File: src/rtl/odr_pkg.sv
package odr_pkg;

  typedef enum logic [1:0] {
    OWN_IDLE = 2'd0,
    OWN_A    = 2'd1,
    OWN_B    = 2'd2,
    OWN_HOLD = 2'd3
  } own_t;

  // hold-off ends when the counter has run down to zero
  function automatic logic hold_expired(input logic [15:0] cnt);
    return (cnt == 16'd0);
  endfunction

endpackage

File: src/rtl/odr_sync.sv
module odr_sync #(
  parameter int STAGES = 2,
  parameter int W      = 4
) (
  input  logic         clk,
  input  logic         rst_n,
  input  logic [W-1:0] d,
  output logic [W-1:0] q
);
  logic [W-1:0] chain [STAGES];

  generate
    for (genvar s = 0; s < STAGES; s++) begin : g_stage
      if (s == 0) begin : g_first
        always_ff @(posedge clk) begin
          if (!rst_n) chain[s] <= '1;
          else        chain[s] <= d;
        end
      end else begin : g_next
        always_ff @(posedge clk) begin
          if (!rst_n) chain[s] <= '1;
          else        chain[s] <= chain[s-1];
        end
      end
    end
  endgenerate

  assign q = chain[STAGES-1];
endmodule

File: src/rtl/odr_line_ctrl.sv
module odr_line_ctrl
  import odr_pkg::*;
#(
  parameter bit BIDIR  = 1'b1,
  parameter int HOLD_W = 4
) (
  input  logic              clk,
  input  logic              rst_n,
  input  logic              enable,
  input  logic [HOLD_W-1:0] holdoff,
  input  logic              a_lvl,
  input  logic              b_lvl,
  output logic              pull_a,
  output logic              pull_b
);
  own_t              state, state_nx;
  logic [HOLD_W-1:0] cnt, cnt_nx;

  // named internal events
  logic a_lo, b_lo, a_take, b_take, owner_gone, hold_end;

  assign a_lo       = !a_lvl;
  assign b_lo       = !b_lvl;
  assign a_take     = (state == OWN_IDLE) && a_lo;
  assign b_take     = BIDIR && (state == OWN_IDLE) && !a_lo && b_lo;
  assign owner_gone = ((state == OWN_A) && !a_lo) || ((state == OWN_B) && !b_lo);
  assign hold_end   = (state == OWN_HOLD) && hold_expired(16'(cnt));

  always_comb begin
    state_nx = state;
    cnt_nx   = cnt;
    if (a_take)          state_nx = OWN_A;
    else if (b_take)     state_nx = OWN_B;
    else if (owner_gone) begin
      state_nx = OWN_HOLD;
      cnt_nx   = holdoff;
    end else if (hold_end) state_nx = OWN_IDLE;
    else if (state == OWN_HOLD) cnt_nx = cnt - 1'b1;
  end

  always_ff @(posedge clk) begin
    if (!rst_n || !enable) begin
      state <= OWN_IDLE;
      cnt   <= '0;
    end else begin
      state <= state_nx;
      cnt   <= cnt_nx;
    end
  end

  assign pull_b = enable && (state == OWN_A);
  assign pull_a = enable && (state == OWN_B);


  a_forward_chk: assert property (@(posedge clk) disable iff (!rst_n)
    (enable && a_take) |=> (pull_b || !enable));


  b_hold_owner_chk: assert property (@(posedge clk) disable iff (!rst_n || !enable)
    (state == OWN_B && b_lo) |=> (state == OWN_B));


  hold_stay_chk: assert property (@(posedge clk) disable iff (!rst_n || !enable)
    (state == OWN_HOLD && cnt != '0) |=> (state == OWN_HOLD && !pull_a && !pull_b));


  disable_idle_chk: assert property (@(posedge clk) disable iff (!rst_n)
    !enable |=> (state == OWN_IDLE));

  generate
    if (!BIDIR) begin : g_oneway_chk

      oneway_no_b_chk: assert property (@(posedge clk) disable iff (!rst_n)
        (state == OWN_IDLE && !a_lo) |=> (state == OWN_IDLE));
    end
  endgenerate
endmodule

File: src/rtl/od_bus_repeater.sv
module od_bus_repeater #(
  parameter int HOLD_W      = 4,
  parameter int SYNC_STAGES = 2,
  parameter bit SCL_ONEWAY  = 1'b0
) (
  input  logic              clk,
  input  logic              rst_n,
  input  logic              enable,
  input  logic [HOLD_W-1:0] holdoff_cycles,
  input  logic              a_sda_in,
  input  logic              a_scl_in,
  input  logic              b_sda_in,
  input  logic              b_scl_in,
  output logic              a_sda_pull,
  output logic              a_scl_pull,
  output logic              b_sda_pull,
  output logic              b_scl_pull
);
  localparam int NPIN = 4;
  localparam int NLINE = 2;

  logic [NPIN-1:0]  raw_lvl, syn_lvl;
  logic [NLINE-1:0] pa, pb;

  // bit order: {b_scl, b_sda, a_scl, a_sda}
  assign raw_lvl = {b_scl_in, b_sda_in, a_scl_in, a_sda_in};

  odr_sync #(.STAGES(SYNC_STAGES), .W(NPIN)) u_sync (
    .clk(clk), .rst_n(rst_n), .d(raw_lvl), .q(syn_lvl)
  );

  generate
    for (genvar l = 0; l < NLINE; l++) begin : g_line
      localparam bit LINE_BIDIR = (l == 0) ? 1'b1 : !SCL_ONEWAY;
      odr_line_ctrl #(.BIDIR(LINE_BIDIR), .HOLD_W(HOLD_W)) u_ctrl (
        .clk(clk), .rst_n(rst_n), .enable(enable), .holdoff(holdoff_cycles),
        .a_lvl(syn_lvl[l]), .b_lvl(syn_lvl[l+2]),
        .pull_a(pa[l]), .pull_b(pb[l])
      );
    end
  endgenerate

  assign a_sda_pull = pa[0];
  assign a_scl_pull = pa[1];
  assign b_sda_pull = pb[0];
  assign b_scl_pull = pb[1];

  generate
    if (SCL_ONEWAY) begin : g_ow_top

      oneway_a_quiet_chk: assert property (@(posedge clk) disable iff (!rst_n)
        !a_scl_pull);
    end
  endgenerate
endmodule

File: config.mk
export PLATFORM = sky130hd
export DESIGN_NAME = od_bus_repeater
export DESIGN_NICKNAME = d
export VERILOG_FILES = /design/src/rtl/odr_pkg.sv /design/src/rtl/odr_sync.sv /design/src/rtl/odr_line_ctrl.sv /design/src/rtl/od_bus_repeater.sv
export SDC_FILE = /design/constraint.sdc
export NUM_CORES = 1
export LEC_CHECK = 0
export ABC_CLOCK_PERIOD_IN_PS = 1600
export CAP_MARGIN = 25
export CORE_MARGIN = 2
export CORE_UTILIZATION = 64
export CTS_BUF_LIST = sky130_fd_sc_hd__clkbuf_8
export CTS_CLUSTER_SIZE = 30
export DETAILED_ROUTE_END_ITERATION = 16
export DONT_BUFFER_PORTS = 1
export MAX_ROUTING_LAYER = met4
export PLACE_DENSITY = 0.88
export SYNTH_ARGS = -nofsm -noshare
export SYNTH_HDL_FRONTEND = slang
export SYNTH_SLANG_ARGS = --single-unit
File: constraint.sdc
create_clock -name clk -period 1.6 [get_ports clk]
set_input_delay 0.08 -clock clk [delete_from_list [all_inputs] [get_ports clk]]
set_output_delay 0.08 -clock clk [all_outputs]
set_load 0.01 [all_outputs]
==> results <==
- The flow ran to the end, and the final reports show no timing, DRC or antenna violations.
- For this run, the register share of the synthesized area comes to 40.2%.
- Synthesis inferred 20 register bits.
- The internal power is 0.745 mW.
- In this run the worst path has a maximum fanout of 6.
- Summed over all nets, the switching power comes to 0.233 mW.
- Net switching is 23.8% of the power.
- Row generation in the floorplan step produced 14 rows.
- The startpoint class of the critical path is a flip-flop.
- The utilization of the core after routing is 78.0%.
- The HPWL after detailed placement is 1600 microns.
- The detailed router's first-iteration violation count is 15.
- In this run the cell area measured after placement is 1030 sq um.
- The number of antenna violations at the first check in global routing came to 0.
- The clock-pin slew on the worst setup and hold paths is 70 ps.
- In this run the most critical hold path is launched from holdoff_cycles[2].
- At the placement stage, the worst setup path has a slack of -126 ps.
- In this run the tightest slew margin relative to its limit is 74.3%.
- The distinct cell type count of the synthesized netlist is 24.
- The global-route wire length before repair is 3690 microns.
- The path class of the tightest hold or removal check is in -> reg.
- The non-filler instance count after layout is 132.
- The total number of vias is 876.
- After detailed routing, the number of vias per cell comes to 6.64.
- The cell chosen for the clock root is clkbuf_8.
- After layout, the minimum clock period comes to 1560 ps.
- The worst register-to-register path has a setup slack of 40 ps.
- The depth of the worst hold-timing path is 1.
- The worst voltage drop across the vdd grid is 0.00121 V.
- The number of inserted diodes is 0.
- The final layout contains routed wiring with a total length of 2270 microns.
- The number of pins exceeding their max-slew limit in the final report came to 0.
- The final critical path takes up 97.4% of the cycle.
- The worst hold margin is 21.7 ps.
- The area growth from synthesis to final layout is 16.4%.
- The cell leakage power is 0.416 nW.
- The number of nets in the synthesized netlist is 122.
- In this run the number of H-tree levels came out at 1.
- The worst clock skew is 0.829 ps.
- The final setup violation count is 0.
- STA classifies the critical path endpoint as a flip-flop.
- The end of the worst hold path is g_line[0].u_ctrl.cnt[2]$_SDFFE_PP0P_.
- For the pin with the worst max-slew slack, the measured transition is 383 ps.
- The combined area of all synthesized cells is 997 sq um.
- Post-CTS timing repair inserted 0 buffers for setup.
- The areal power density over the cells is 842 nW/um^2.
- In the final routed layout, each cell accounts on average for 17.2 microns.
- The maximum number of pins on one net before global-route repair is 11.
- TritonCTS built the clock tree.
- The maximum clock rate is 0.641 GHz.
- For this configuration, the core starts out at a cell density of 67.0%.
- The overall routing resource usage is 26.9%.
- TritonCTS created 3 clock buffers.
- Once detail routing completed, the nets flagged for antenna violations numbered 0.
- The cell with the largest stage delay on the worst path is or3_4.
- The final number of hold-violating endpoints is 0.
- The synthesized area per cell is 9.32 sq um.
- The cell count of the worst reg-to-reg path is 5.
- After layout, the worst setup slack is 41.0 ps.
- The pre-antenna-repair detailed-routing pass consisted of 4 iterations.
- Of the cells placed in the final design, the portion with a size suffix greater than 1 is 18.1%.
- The largest stage delay on the critical path is 380 ps.
- The most common cell after layout, fill and taps aside is dfxtp_1.
- The clock latency on the worst-skew pair is 250 ps.
- The via count of the first global-routing pass is 828.
- Combinational logic is responsible for 12.3% of the overall power.
- The number of buffer cells added on primary ports is 0.
- The capture instance of the worst register-to-register path is g_line[0].u_ctrl.cnt[0]$_SDFFE_PP0P_.
- Data on the critical path is required at its endpoint by 1740 ps.
- Counting every sink on the clock net gives 20.
- The die is 43.5 microns wide.
- After detailed routing, the number of remaining DRC violations is 0.
- The overall die area is 1890 sq um.
- The number of placed instances with taps included is 124.
- The total number of yosys warnings is 0.
- After the last flow step, the layout net total stands at 133.
- Data arrives at the worst endpoint at 1700 ps.
- The reported max-cap violation count is 0.
- The finished cells cover 1160 sq um.
- The category of the critical setup timing path is reg -> reg.
- Synthesis handed over a netlist of 107 instances.
- The floorplan step set the die height to 43.5 microns.
- In this run the standard cell core region covers 1490 sq um.
- Traced cell by cell, the critical path runs through inv_1, ha_2, nor3b_4, or3_4, a311oi_2.
- Routability-driven placement finished with a final weighted congestion of 0.853.
- In this run, flip-flops and latches consume 55.2% of the power.
- The longest clock path from root to sink contains 2 buffers.
- The worst register-to-register path begins at g_line[0].u_ctrl.cnt[1]$_SDFFE_PP0P_.
- 15 I/O pins were placed.
- The total congestion overflow is 0.
- The clock share of power is 32.5%.
- The library cells used most frequently in the layout, excluding fill and tap cells, are dfxtp_1 (16), nand2b_1 (10), a21oi_1 (10).
[worst max-delay path by stage]
| stage | startpoint | end | slack, ps | cells after the start |
|---|---|---|---|---|
| 3_3_place_gp | g_line[1].u_ctrl.cnt[0]$_SDFFE_PP0P_ | g_line[1].u_ctrl.cnt[0]$_SDFFE_PP0P_ | -20 | 5 |
| 2_1_floorplan | g_line[1].u_ctrl.cnt[1]$_SDFFE_PP0P_ | g_line[1].u_ctrl.cnt[0]$_SDFFE_PP0P_ | 190 | 5 |
| 3_5_place_dp | g_line[0].u_ctrl.cnt[1]$_SDFFE_PP0P_ | g_line[0].u_ctrl.cnt[0]$_SDFFE_PP0P_ | -130 | 5 |
| 5_1_grt | g_line[0].u_ctrl.cnt[1]$_SDFFE_PP0P_ | g_line[0].u_ctrl.cnt[0]$_SDFFE_PP0P_ | -20 | 5 |
| 4_1_cts | g_line[0].u_ctrl.cnt[1]$_SDFFE_PP0P_ | g_line[0].u_ctrl.cnt[0]$_SDFFE_PP0P_ | 2 | 5 |
| 6_report | g_line[0].u_ctrl.cnt[1]$_SDFFE_PP0P_ | g_line[0].u_ctrl.cnt[0]$_SDFFE_PP0P_ | 40 | 5 |
[per-layer routing]
metal | GRT usage [%] | vias up | routed length (microns)
met1 | 34.6 | 428 | 1070
li1 | - | 425 | -
met2 | 43.9 | 21 | 1100
met5 | - | - | 0
met4 | 5.45 | 0 | 9
met3 | 5.42 | 2 | 95
[cell families after synthesis]
group / after synthesis / synth area share (%)
AND/OR/NAND/NOR: 41 / 27.0
AO/OA/AOI/OAI: 34 / 24.3
flip-flops: 20 / 40.2
buffers and inverters: 8 / 3.51
adder cells (fa/ha/maj): 4 / 5.02
[worst max-delay path, delay by kind of cell, from the launching register on]
| kind | cells | cell delay, ps |
|---|---|---|
| and+or+nand+nor | 2 | 550 |
| DFF | 1 | 340 |
| AOI/OAI and AO/OA | 1 | 290 |
| adders and majority gates | 1 | 190 |
| buffers and inverters | 1 | 80 |
[final cells by class]
| class | count | area, sq um |
|---|---|---|
| sequential | 20 | 405 |
| tap | 16 | 20.0 |
| clock buffer | 3 | 41.3 |
| multi-input combinational | 79 | 592 |
| fill | 100 | 328 |
| timing repair buffer | 10 | 87.6 |
| inverter | 4 | 15.0 |
[per-stage QoR]
step	TNS, ps	power, mW
detailed placement	-148	0.649
CTS	0	0.971
global route	-30.7	1.02
finish	0	0.978
floorplan	0	0.624
global placement	-16.1	0.642
[synthesized netlist by cell type]
cell type	n	share of area, %
dfxtp_1	20	40
a21oi_1	10	5.0
nand2b_1	10	6.3
a311oi_1	6	5.3
and3b_1	4	3.5
buf_2	4	2.0
ha_1	4	5.0
inv_1	4	1.5
nand2_1	4	1.5
nand3b_1	4	3.0
nor4b_1	4	3.5
o211ai_1	4	3.0
o21ai_0	4	2.0
or3_1	4	2.5
and2_1	3	1.9
a211o_1	2	1.8
a21bo_2	2	2.0
nand3_1	2	1.0
nor2_1	2	0.75
nor3b_1	2	1.5
o221a_2	2	2.3
o22ai_1	2	1.3
o2bb2ai_1	2	1.8
or4_1	2	1.5
[timing repair]
| item | 4_1_cts | 5_1_grt |
|---|---|---|
| endpoints found under the hold margin | 8 | 0 |
| setup endpoints to repair | 3 | 2 |
| pin swaps | 0 | 1 |
| gates resized for setup | 3 | 7 |
| gates cloned | 0 | 0 |
| hold buffers | 5 | 0 |
[state kept, by name, indices dropped and copies added (netlist names)]
| register | count |
|---|---|
| g_line.u_ctrl.cnt | 8 |
| g_line.u_ctrl.state | 4 |
| u_sync.chain | 8 |
[power groups by stage]
stage                     Clock, mW  Sequential (mW)  Combinational [mW]
after CTS                     0.318            0.537               0.116
after global routing          0.345            0.542               0.133
after detailed placement          0            0.548               0.100
final                         0.318            0.539               0.120
after floorplan                   0            0.538              0.0865
after global placement            0            0.546              0.0955
Power figures use the tool's default switching activity.
